===== src/rtl/dstby_pkg.sv =====
package dstby_pkg;

   typedef enum logic [2:0] {
      ST_RUN    = 3'd0,
      ST_HOLD   = 3'd1,
      ST_CLKOFF = 3'd2,
      ST_OFF    = 3'd3,
      ST_PWRON  = 3'd4,
      ST_SETTLE = 3'd5,
      ST_CLKON  = 3'd6,
      ST_UNHOLD = 3'd7
   } dstby_state_e;

   // register map
   localparam int A_CTRL   = 0;
   localparam int A_WEN    = 1;
   localparam int A_WMODE  = 2;
   localparam int A_WFLAG  = 3;
   localparam int A_SETTLE = 4;

   // control register fields
   localparam int CTRL_STBY_BIT = 0;
   localparam int CTRL_DEEP_BIT = 1;
   localparam int CTRL_KEEP_LSB = 2;

   // wake mode codes
   localparam logic [1:0] WM_FALL  = 2'b00;
   localparam logic [1:0] WM_RISE  = 2'b01;
   localparam logic [1:0] WM_LOW   = 2'b10;
   localparam logic [1:0] WM_BOTH  = 2'b11;

endpackage


===== src/rtl/dstby_regs.sv =====
module dstby_regs
   import dstby_pkg::*;
#(
   parameter int DATA_W   = 8,
   parameter int ADDR_W   = 3,
   parameter int N_WAKE   = 4,
   parameter int N_PAGES  = 4,
   parameter int SETTLE_W = 6
) (
   input  logic                  clk,
   input  logic                  rst_n,
   input  logic                  we,
   input  logic [ADDR_W-1:0]     addr,
   input  logic [DATA_W-1:0]     wdata,
   output logic [DATA_W-1:0]     rdata,
   input  logic [N_WAKE-1:0]     flag_set,
   input  logic                  exit_clr,
   output logic                  stby,
   output logic                  deep,
   output logic [N_PAGES-1:0]    keep,
   output logic [N_WAKE-1:0]     wake_en,
   output logic [2*N_WAKE-1:0]   wake_mode,
   output logic [SETTLE_W-1:0]   settle,
   output logic [N_WAKE-1:0]     flags
);

   localparam int MODE_W = 2 * N_WAKE;

   logic sel_ctrl, sel_wen, sel_wmode, sel_wflag, sel_settle;
   logic [N_WAKE-1:0] clr_mask;

   assign sel_ctrl   = (addr == ADDR_W'(A_CTRL));
   assign sel_wen    = (addr == ADDR_W'(A_WEN));
   assign sel_wmode  = (addr == ADDR_W'(A_WMODE));
   assign sel_wflag  = (addr == ADDR_W'(A_WFLAG));
   assign sel_settle = (addr == ADDR_W'(A_SETTLE));

   assign clr_mask = (we && sel_wflag) ? wdata[N_WAKE-1:0] : '0;

   // permit bits: cleared on the way back to normal mode
   always_ff @(posedge clk or negedge rst_n) begin
      if (!rst_n) begin
         stby <= 1'b0;
         deep <= 1'b0;
      end else if (exit_clr) begin
         stby <= 1'b0;
         deep <= 1'b0;
      end else if (we && sel_ctrl) begin
         stby <= wdata[CTRL_STBY_BIT];
         deep <= wdata[CTRL_DEEP_BIT];
      end
   end

   always_ff @(posedge clk or negedge rst_n) begin
      if (!rst_n) begin
         keep      <= '0;
         wake_en   <= '0;
         wake_mode <= '0;
         settle    <= '0;
      end else if (we) begin
         if (sel_ctrl)   keep      <= wdata[CTRL_KEEP_LSB +: N_PAGES];
         if (sel_wen)    wake_en   <= wdata[N_WAKE-1:0];
         if (sel_wmode)  wake_mode <= wdata[MODE_W-1:0];
         if (sel_settle) settle    <= wdata[SETTLE_W-1:0];
      end
   end

   // sticky flags, write-one-to-clear, a new set wins over a clear
   always_ff @(posedge clk or negedge rst_n) begin
      if (!rst_n) flags <= '0;
      else        flags <= (flags & ~clr_mask) | flag_set;
   end

   always_comb begin
      rdata = '0;
      if (sel_ctrl) begin
         rdata[CTRL_STBY_BIT] = stby;
         rdata[CTRL_DEEP_BIT] = deep;
         rdata[CTRL_KEEP_LSB +: N_PAGES] = keep;
      end else if (sel_wen) begin
         rdata[N_WAKE-1:0] = wake_en;
      end else if (sel_wmode) begin
         rdata[MODE_W-1:0] = wake_mode;
      end else if (sel_wflag) begin
         rdata[N_WAKE-1:0] = flags;
      end else if (sel_settle) begin
         rdata[SETTLE_W-1:0] = settle;
      end
   end

endmodule


===== src/rtl/dstby_wake.sv =====
module dstby_wake
   import dstby_pkg::*;
#(
   parameter int N_WAKE      = 4,
   parameter int SYNC_STAGES = 2
) (
   input  logic                 clk,
   input  logic                 rst_n,
   input  logic [N_WAKE-1:0]    pin,
   input  logic [N_WAKE-1:0]    en,
   input  logic [2*N_WAKE-1:0]  mode,
   input  logic                 arm,
   output logic [N_WAKE-1:0]    hit
);

   logic [N_WAKE-1:0] sync_q [SYNC_STAGES];
   logic [N_WAKE-1:0] prev_q;
   logic [N_WAKE-1:0] cur;

   always_ff @(posedge clk or negedge rst_n) begin
      if (!rst_n) begin
         for (int s = 0; s < SYNC_STAGES; s++) sync_q[s] <= '0;
         prev_q <= '0;
      end else begin
         sync_q[0] <= pin;
         for (int s = 1; s < SYNC_STAGES; s++) sync_q[s] <= sync_q[s-1];
         prev_q <= sync_q[SYNC_STAGES-1];
      end
   end

   assign cur = sync_q[SYNC_STAGES-1];

   // per-pin qualification: only a single chosen edge counts
   for (genvar p = 0; p < N_WAKE; p++) begin : g_pin
      logic rise, fall, edge_ok;
      logic [1:0] m;
      assign m    = mode[2*p +: 2];
      assign rise = cur[p] & ~prev_q[p];
      assign fall = ~cur[p] & prev_q[p];
      always_comb begin
         unique case (m)
            WM_RISE: edge_ok = rise;
            WM_FALL: edge_ok = fall;
            default: edge_ok = 1'b0;   // level and both-edge refused
         endcase
      end
      assign hit[p] = arm & en[p] & edge_ok;
   end

endmodule


===== src/rtl/dstby_seq.sv =====
module dstby_seq
   import dstby_pkg::*;
#(
   parameter int SETTLE_W = 6
) (
   input  logic                 clk,
   input  logic                 rst_n,
   input  logic                 sleep_req,
   input  logic                 permit,
   input  logic                 wake_any,
   input  logic [SETTLE_W-1:0]  settle,
   output logic                 accept,
   output logic                 exit_done,
   output logic                 arm,
   output logic                 io_hold,
   output logic                 clk_en,
   output logic                 pwr_en,
   output logic                 dom_rst,
   output logic                 in_standby
);

   dstby_state_e        state_q, state_d;
   logic [SETTLE_W-1:0] cnt_q;

   assign accept = (state_q == ST_RUN) && sleep_req && permit;

   always_comb begin
      state_d = state_q;
      unique case (state_q)
         ST_RUN:    if (accept) state_d = ST_HOLD;
         ST_HOLD:   state_d = ST_CLKOFF;
         ST_CLKOFF: state_d = ST_OFF;
         ST_OFF:    if (wake_any) state_d = ST_PWRON;
         ST_PWRON:  state_d = ST_SETTLE;
         ST_SETTLE: if (cnt_q == settle) state_d = ST_CLKON;
         ST_CLKON:  state_d = ST_UNHOLD;
         ST_UNHOLD: state_d = ST_RUN;
         default:   state_d = ST_RUN;
      endcase
   end

   always_ff @(posedge clk or negedge rst_n) begin
      if (!rst_n) begin
         state_q <= ST_RUN;
         cnt_q   <= '0;
      end else begin
         state_q <= state_d;
         if (state_q != ST_SETTLE) cnt_q <= '0;
         else if (cnt_q != settle) cnt_q <= cnt_q + 1'b1;
      end
   end

   assign io_hold    = (state_q != ST_RUN);
   assign clk_en     = (state_q == ST_RUN) || (state_q == ST_HOLD) ||
                       (state_q == ST_CLKON) || (state_q == ST_UNHOLD);
   assign pwr_en     = (state_q != ST_OFF);
   assign dom_rst    = (state_q == ST_OFF) || (state_q == ST_PWRON) ||
                       (state_q == ST_SETTLE) || (state_q == ST_CLKON);
   assign in_standby = (state_q == ST_OFF);
   assign arm        = (state_q == ST_OFF);
   assign exit_done  = (state_q == ST_UNHOLD);

endmodule


===== src/rtl/dstby_pinhold.sv =====
module dstby_pinhold #(
   parameter int N_IO    = 8,
   parameter int N_PAGES = 4
) (
   input  logic                clk,
   input  logic                rst_n,
   input  logic                capture,
   input  logic                hold,
   input  logic [N_IO-1:0]     core_pad,
   output logic [N_IO-1:0]     pad_out,
   input  logic                standby,
   input  logic [N_PAGES-1:0]  keep,
   output logic [N_PAGES-1:0]  ram_pwr
);

   logic [N_IO-1:0] frozen_q;

   always_ff @(posedge clk or negedge rst_n) begin
      if (!rst_n)       frozen_q <= '0;
      else if (capture) frozen_q <= core_pad;
   end

   for (genvar i = 0; i < N_IO; i++) begin : g_pad
      assign pad_out[i] = hold ? frozen_q[i] : core_pad[i];
   end

   for (genvar g = 0; g < N_PAGES; g++) begin : g_page
      assign ram_pwr[g] = standby ? keep[g] : 1'b1;
   end

endmodule


===== src/rtl/dstby_ctrl.sv =====
module dstby_ctrl
   import dstby_pkg::*;
#(
   parameter int DATA_W      = 8,
   parameter int ADDR_W      = 3,
   parameter int N_WAKE      = 4,
   parameter int N_IO        = 8,
   parameter int N_PAGES     = 4,
   parameter int SETTLE_W    = 6,
   parameter int SYNC_STAGES = 2
) (
   input  logic                 clk,
   input  logic                 rst_n,
   input  logic                 reg_we,
   input  logic [ADDR_W-1:0]    reg_addr,
   input  logic [DATA_W-1:0]    reg_wdata,
   output logic [DATA_W-1:0]    reg_rdata,
   input  logic                 sleep_req,
   input  logic [N_WAKE-1:0]    wake_pin,
   input  logic [N_IO-1:0]      core_pad_out,
   output logic [N_IO-1:0]      pad_out,
   output logic                 io_hold,
   output logic                 clk_en,
   output logic                 core_pwr_en,
   output logic                 periph_pwr_en,
   output logic                 domain_rst,
   output logic [N_PAGES-1:0]   ram_pwr_en,
   output logic                 in_standby
);

   localparam int MODE_W = 2 * N_WAKE;

   if (MODE_W > DATA_W) begin : g_chk_mode
      $error("wake mode field wider than data bus");
   end
   if (CTRL_KEEP_LSB + N_PAGES > DATA_W) begin : g_chk_keep
      $error("keep mask does not fit control register");
   end
   if (SETTLE_W > DATA_W) begin : g_chk_settle
      $error("settle count wider than data bus");
   end
   if (SYNC_STAGES < 2) begin : g_chk_sync
      $error("wake synchronizer needs at least two stages");
   end
   if ((1 << ADDR_W) <= A_SETTLE) begin : g_chk_addr
      $error("address bus too narrow for register map");
   end

   logic                  ctrl_stby, ctrl_deep;
   logic [N_PAGES-1:0]    keep_mask;
   logic [N_WAKE-1:0]     wake_en;
   logic [MODE_W-1:0]     wake_mode;
   logic [SETTLE_W-1:0]   settle_cnt;
   logic [N_WAKE-1:0]     wake_flags;
   logic [N_WAKE-1:0]     wake_hit;
   logic                  accept, exit_done, arm, pwr_en;

   dstby_regs #(
      .DATA_W(DATA_W), .ADDR_W(ADDR_W), .N_WAKE(N_WAKE),
      .N_PAGES(N_PAGES), .SETTLE_W(SETTLE_W)
   ) u_regs (
      .clk(clk), .rst_n(rst_n),
      .we(reg_we), .addr(reg_addr), .wdata(reg_wdata), .rdata(reg_rdata),
      .flag_set(wake_hit), .exit_clr(exit_done),
      .stby(ctrl_stby), .deep(ctrl_deep), .keep(keep_mask),
      .wake_en(wake_en), .wake_mode(wake_mode), .settle(settle_cnt),
      .flags(wake_flags)
   );

   dstby_wake #(
      .N_WAKE(N_WAKE), .SYNC_STAGES(SYNC_STAGES)
   ) u_wake (
      .clk(clk), .rst_n(rst_n),
      .pin(wake_pin), .en(wake_en), .mode(wake_mode),
      .arm(arm), .hit(wake_hit)
   );

   dstby_seq #(
      .SETTLE_W(SETTLE_W)
   ) u_seq (
      .clk(clk), .rst_n(rst_n),
      .sleep_req(sleep_req), .permit(ctrl_stby & ctrl_deep),
      .wake_any(|wake_hit), .settle(settle_cnt),
      .accept(accept), .exit_done(exit_done), .arm(arm),
      .io_hold(io_hold), .clk_en(clk_en), .pwr_en(pwr_en),
      .dom_rst(domain_rst), .in_standby(in_standby)
   );

   dstby_pinhold #(
      .N_IO(N_IO), .N_PAGES(N_PAGES)
   ) u_pins (
      .clk(clk), .rst_n(rst_n),
      .capture(accept), .hold(io_hold),
      .core_pad(core_pad_out), .pad_out(pad_out),
      .standby(in_standby), .keep(keep_mask), .ram_pwr(ram_pwr_en)
   );

   assign core_pwr_en   = pwr_en;
   assign periph_pwr_en = pwr_en;

endmodule


===== config.mk =====
export PLATFORM = sky130hd
export DESIGN_NAME = dstby_ctrl
export DESIGN_NICKNAME = d
export VERILOG_FILES = /design/src/rtl/dstby_pkg.sv /design/src/rtl/dstby_regs.sv /design/src/rtl/dstby_wake.sv /design/src/rtl/dstby_seq.sv /design/src/rtl/dstby_pinhold.sv /design/src/rtl/dstby_ctrl.sv
export SDC_FILE = /design/constraint.sdc
export NUM_CORES = 1
export LEC_CHECK = 0
export BUFFER_PORTS_ARGS = -buffer_cell sky130_fd_sc_hd__buf_2
export CORE_AREA = 2 2 78 80
export CTS_CLUSTER_DIAMETER = 30
export DETAILED_ROUTE_END_ITERATION = 6
export DIE_AREA = 0 0 80 82
export GPL_ROUTABILITY_DRIVEN = 0
export PLACE_DENSITY = 0.78
export SYNTH_ARGS = -nofsm -noshare
export SYNTH_HDL_FRONTEND = slang
export SYNTH_SLANG_ARGS = --single-unit

===== constraint.sdc =====
create_clock -name clk -period 1.65 [get_ports clk]
set_input_delay 0.33 -clock clk [delete_from_list [all_inputs] [get_ports clk]]
set_output_delay 0.33 -clock clk [all_outputs]
set_load 0.05 [all_outputs]

# --- Word-level counts from Yosys, hierarchy flattened ---
# Index checks and enable logic that the tools add are counted.
word_totals:
  register_bits: 57
  input_bits: 27
  elab_cells: 125
classes:
  add_sub_neg: 1
  n_eq_ne: 22
  muxes: 36
  n_bitwise: 28
  reduce_logical: 25
op_table:
  columns: ["cell", "count"]
  rows:
  - ["6-bit 2-to-1 mux", 5]
  - ["3-bit one-hot mux with 8 select lines", 1]
  - ["1-bit bitwise AND", 17]
  - ["1-bit 2-to-1 mux", 16]
  - ["4-bit 2-to-1 mux", 4]
  - ["3-bit equality test, second input constant", 5]
  - ["3-bit by 2-bit equality test with 1-bit output, second input constant", 4]
  - ["3-bit 2-to-1 mux", 3]
  - ["2-bit by 1-bit equality test with 1-bit output, second input constant", 4]
  - ["2-bit zero test", 4]
  - ["1-bit inverter", 8]
  - ["1-bit one-hot mux with 2 select lines", 4]
  - ["2-bit AND reduction", 4]
  - ["6-bit by 1-bit adder with 6-bit output, second input constant", 1]
  - ["3-bit by 1-bit equality test with 1-bit output, second input constant", 2]
  - ["6-bit equality test", 1]
  - ["3-bit zero test", 2]
  - ["1-bit logical OR", 6]
  - ["2-bit 2-to-1 mux", 3]
  - ["6-bit inequality test", 1]
  - ["4-bit bitwise AND", 1]
  - ["1-bit logical AND", 4]
  - ["2-bit inequality test, second input constant", 2]
  - ["4-bit inverter", 1]
  - ["other kinds (8)", 9]

# --- Longest topological paths before layout ---
depth:
  word_depth: 7
  ltp_mapped: 6
  depth_no_buf: 6

# --- Cells and area by module ---
# Synthesis repeated with hierarchy kept, for this count alone.
unflattened:
  cells_unflattened: 248
  hier_area_um2: 2997.9
modules_own_cells:
  columns: ["mod", "n_inst", "cells_per_inst", "area_per_inst_um2", "seq_area_each_um2"]
  rows:
  - ["dstby_regs", 1, 103, 1398.8, 700.7]
  - ["dstby_seq", 1, 84, 674.4, 225.2]
  - ["dstby_pinhold", 1, 30, 488.0, 200.2]
  - ["dstby_wake", 1, 28, 415.4, 300.3]
  - ["dstby_ctrl", 1, 3, 21.3, 0.0]

# --- Least setup slack after synthesis ---
# OpenSTA, ideal clock, no wires.
synth_path:
  kind: "input -> output"
  from: "input reg_addr[2]"
  to: "output reg_rdata[6]"
  arrival_ps: 1963
  required_ps: 1320
  slack_ps: -643
  path_stages: 4
  path_buffers: 1
  cell_sequence: "buf_2 -> inv_2 -> nand2_1 -> nor3b_1"
synth_via:
  elab_chain_len: 4
  word_cells_on_any_way: 6
synth_rtl:
  columns: ["element", "line_no", "text"]
  rows:
  - ["start, declared", "dstby_ctrl.sv:15", "input logic [ADDR_W-1:0] reg_addr,"]
  - ["3-bit by 2-bit equality test with 1-bit output", "dstby_regs.sv:34", "assign sel_wmode = (addr == ADDR_W'(A_WMODE));"]
  - ["2-bit 2-to-1 mux", "dstby_regs.sv:82", "end else if (sel_wmode) begin"]
  - ["4-bit 2-to-1 mux", "dstby_regs.sv:80", "end else if (sel_wen) begin"]
  - ["2-bit 2-to-1 mux *", "dstby_regs.sv:76", "if (sel_ctrl) begin"]
  - ["end, declared", "dstby_ctrl.sv:17", "output logic [DATA_W-1:0] reg_rdata,"]
# Mark *: on every way between the ends. The rest lies on a longest branch, timed or not.

# --- Worst setup path after layout ---
layout_path:
  from: "register u_seq.state_q[1]"
  to: "output pad_out[7]"
layout_via:
  elab_chain_len: 2
layout_rtl:
  columns: ["element", "line_no", "text"]
  rows:
  - ["start, declared", "dstby_seq.sv:22", "dstby_state_e state_q, state_d;"]
  - ["start signal, assigned", "dstby_seq.sv:47", "state_q <= state_d;"]
  - ["3-bit nonzero test", "dstby_seq.sv:53", "assign io_hold = (state_q != ST_RUN);"]
  - ["1-bit 2-to-1 mux", "dstby_pinhold.sv:24", "assign pad_out[i] = hold ? frozen_q[i] : core_pad[i];"]
  - ["end, declared", "dstby_ctrl.sv:21", "output logic [N_IO-1:0] pad_out,"]
# Every way passes these cells.

==> impl_metrics.yaml <==
cts:
  clock_insertion_delay_worst_skew_ns: 0.34
  cts_htree_levels: 3
  tritoncts_num_sinks: 57
  cts_made_buffers: 9
  max-clock-path-buffers: 2
  cts_tree: "yes"
  root_buffer: "clkbuf_8"
  worst_setup_hold_path_clk_slew_ns: 0.07
worst_setup_path:
  worst_ep_arrival_time_ns: 1.69
  path_max_fanout: 5
  cp-start-kind: "flip-flop"
  critical_path.endpoint_type: "output pin"
  timing_worst_setup_path_type: "flip-flop to output pin"
  critical_path_required_ns: 1.32
synth:
  syn_area_sq_mm: 0.002809
  synth_top_flop_cell: "dfrtp_1"
  synth.area.top_cells: "dfrtp_1 51%, mux2_2 15%, mux2i_1 4.3%, nor2_1 3.1%, ha_1 2.2%"
  area_share_of_the_largest_cell_type_after_synthesis_pct: 50.78
  synth_cell_type_count: 38
  post_synthesis_cell_count: 231
  mappedNetlistNets: 263
  synth_top_cell_by_area: "dfrtp_1"
  yosysSeqAreaShare_pct: 50.78
  avgSynthCellArea_sq_um: 12.16
  synth_async_sr_flop_share_pct: 100.0
  synth_enable_flop_cells: 0
  yosys_register_bits: 57
  yosys_warnings: 0
sta:
  clock-skew-final_ns: 0.007737
  setup-tns-final_ns: -6.588
  tightest_slew_ns: 0.5021
  period_needed_ns: 2.022
  worst_slew_margin_rel_pct: 66.53
  hold_viol_final: 0
  achievable_clock_frequency_ghz: 0.4945
  setup_viol: 33
  timing.final.max_slew_violations: 0
  setup_slack_ns: -0.3721
  final_min_period_over_clock_period_pct: 122.6
  setup_repair_after_global_routing_missed_its_margin: "true"
  holdWs_ns: 0.09548
route:
  antenna_left: 0
  drc: 0
  routed-via-count: 2316
  drt_iter0_markers: 114
  drt_first_pass_iters: 4
  post_detailed_route_wirelength_per_cell_microns: 18.65
  total_wire_length_microns: 7982
  drt-vias-per-instance: 5.411
run_status:
  failed_checks: "setup timing"
  result_of_the_run: "complete, but fails checks"
layout:
  layout.cells.most_common_list: "57 x dfrtp_1, 48 x buf_4, 28 x buf_2, 28 x buf_6, 22 x mux2_2"
  final-instance-count-excl-fill: 428
  postLayoutCoreUtil_pct: 76.18
  insertedDiodeCount: 0
  finish.instance_area_sq_mm: 0.004377
  layout.cells.most_common: "dfrtp_1"
  number_of_fillers_in_the_final_layout: 339
  areaGrowthSynthToFinish_pct: 55.81
  design.final.nets: 380
  final_layout_size_suffix_gt1_share_pct: 60.06
power_and_ir_drop:
  power.share.switching_pct: 40.72
  power_density_mw_per_mm2: 1802
  power.share.combinational_pct: 57.4
  net-switching-power_mw: 3.212
  power.share.sequential_pct: 25.5
  overall_power_of_the_completed_layout_mw: 7.888
  p_clk_share_pct: 17.1
  p_int_mw: 4.676
  vdd_drop_max_mv: 1.538
  leakage_nw: 2.028
floorplanning:
  die_y_microns: 82
  die_area_sq_mm: 0.006560
  starting_utilization_of_the_core_area_pct: 48.89
  die_x_microns: 80
  fp-row-count: 28
  boundaryPins: 53
  core_area_sq_mm: 0.005746
global_routing:
  vias_in_the_first_global_route: 2565
  grt.total_usage_pct: 25.23
  grt_pass1_wl_microns: 12210
  grt_overflow: 0
  maximum_number_of_pins_on_one_net_before_global_route_repair: 25
  antenna_found_initial: 0
placed_design:
  placement.setup.worst_slack_ns: -0.1297
  dpl_cell_area_sq_mm: 0.003598
  port-buffer-count: 52
  numPlacedInstances: 390
  hpwlAfterDp_microns: 4836
job:
  max-cap-violations: 0
worst_hold_path:
  hold_path_class: "primary input to flip-flop"
## layer usage
metal	global-route usage, %	vias to the layer above	routed length [microns]
met3	8.242	15	401
li1	-	1061	-
met4	8.475	0	116
met5	0	-	0
met1	28.97	1170	3105
met2	44.50	70	4358
## synth_stat cells (3+ instances only)
master / number
nand2b_1: 9
nor2_1: 23
mux2i_1: 12
xnor2_1: 5
ha_1: 5
mux2_2: 38
dfrtp_1: 57
nor2_4: 3
a22o_1: 3
and3b_1: 4
xor2_1: 4
a21oi_1: 12
buf_2: 7
inv_1: 4
nor3b_1: 3
nand2_1: 10
o22ai_1: 3
## power groups by stage
stage	Clock (mW)	Sequential, mW	Combinational (mW)
after global placement	0	1.99	3.21
final	1.35	2.01	4.52
after detailed placement	0	2.01	3.27
after floorplan	0	1.93	2.50
after CTS	1.36	1.98	4.14
after global routing	1.43	2.03	4.76
## worst max-delay path: stages, from the launching register on
cell	delay [ns]
dfrtp_1	0.42
inv_2	0.10
ha_4	0.15
nand2b_4	0.08
buf_16	0.15
mux2_4	0.31
buf_8	0.15
## final timing paths
check                      cells past startpoint                            to  slack, ns                       startpoint
setup / recovery                               6                    pad_out[7]      -0.37     u_seq.state_q[1]$_DFFE_PN0P_
hold / removal                                 1    u_wake.sync_q[5]$_DFF_PN0_        0.1                      wake_pin[1]
setup reg to reg                               7  u_seq.state_q[1]$_DFFE_PN0P_      -0.16  u_regs.wake_mode[4]$_DFFE_PN0P_
hold reg to reg                                0       u_wake.cur[3]$_DFF_PN0_       0.36       u_wake.sync_q[7]$_DFF_PN0_
max in group asynchronous                      3    u_seq.cnt_q[3]$_DFFE_PN0P_       0.65                            rst_n
min in group asynchronous                      2    u_wake.prev_q[3]$_DFF_PN0_       0.49                            rst_n
## final cells by class
type                            instances  area (sq um)  share of cell area (%)
Clock buffer                           10         137.6                   3.145
Clock inverter                          6         66.31                   1.515
Inverter                                5         22.52                  0.5146
Multi-Input combinational cell        161          1637                   37.39
Sequential cell                        57          1426                   32.59
Tap cell                               75         93.84                   2.144
Timing Repair Buffer                  114         993.5                   22.70
## cell families after synthesis
family	after synthesis	synth area share, %
XOR/XNOR	10	3.385
AO/OA/AOI/OAI	31	7.707
adder cells (fa/ha/maj)	5	2.227
flip-flops	57	50.78
buffers and inverters	13	2.182
multiplexers	52	20.85
AND/OR/NAND/NOR	63	12.87
## sequential cells by signal, summed over array words and instances, names as in the netlist
name and count:
u_regs.flags 4, u_regs.settle 6, u_wake.cur 4, u_pins.frozen_q 8, u_regs.wake_en 4, u_regs.deep 1
u_regs.stby 1, u_regs.keep 4, u_wake.prev_q 4, u_wake.sync_q 4, u_regs.wake_mode 8, u_seq.state_q 3
u_seq.cnt_q 6
## timing repair
item | 4_1_cts | 5_1_grt
endpoints found under the setup margin | 34 | 36
gates cloned | 1 | 0
resized for setup | 70 | 25
buffers inserted | 16 | 5
hold buffers | 1 | 0
hold endpoints to repair | 17 | 0
pin swaps | 11 | 8
(Power assumes the default switching activity.)
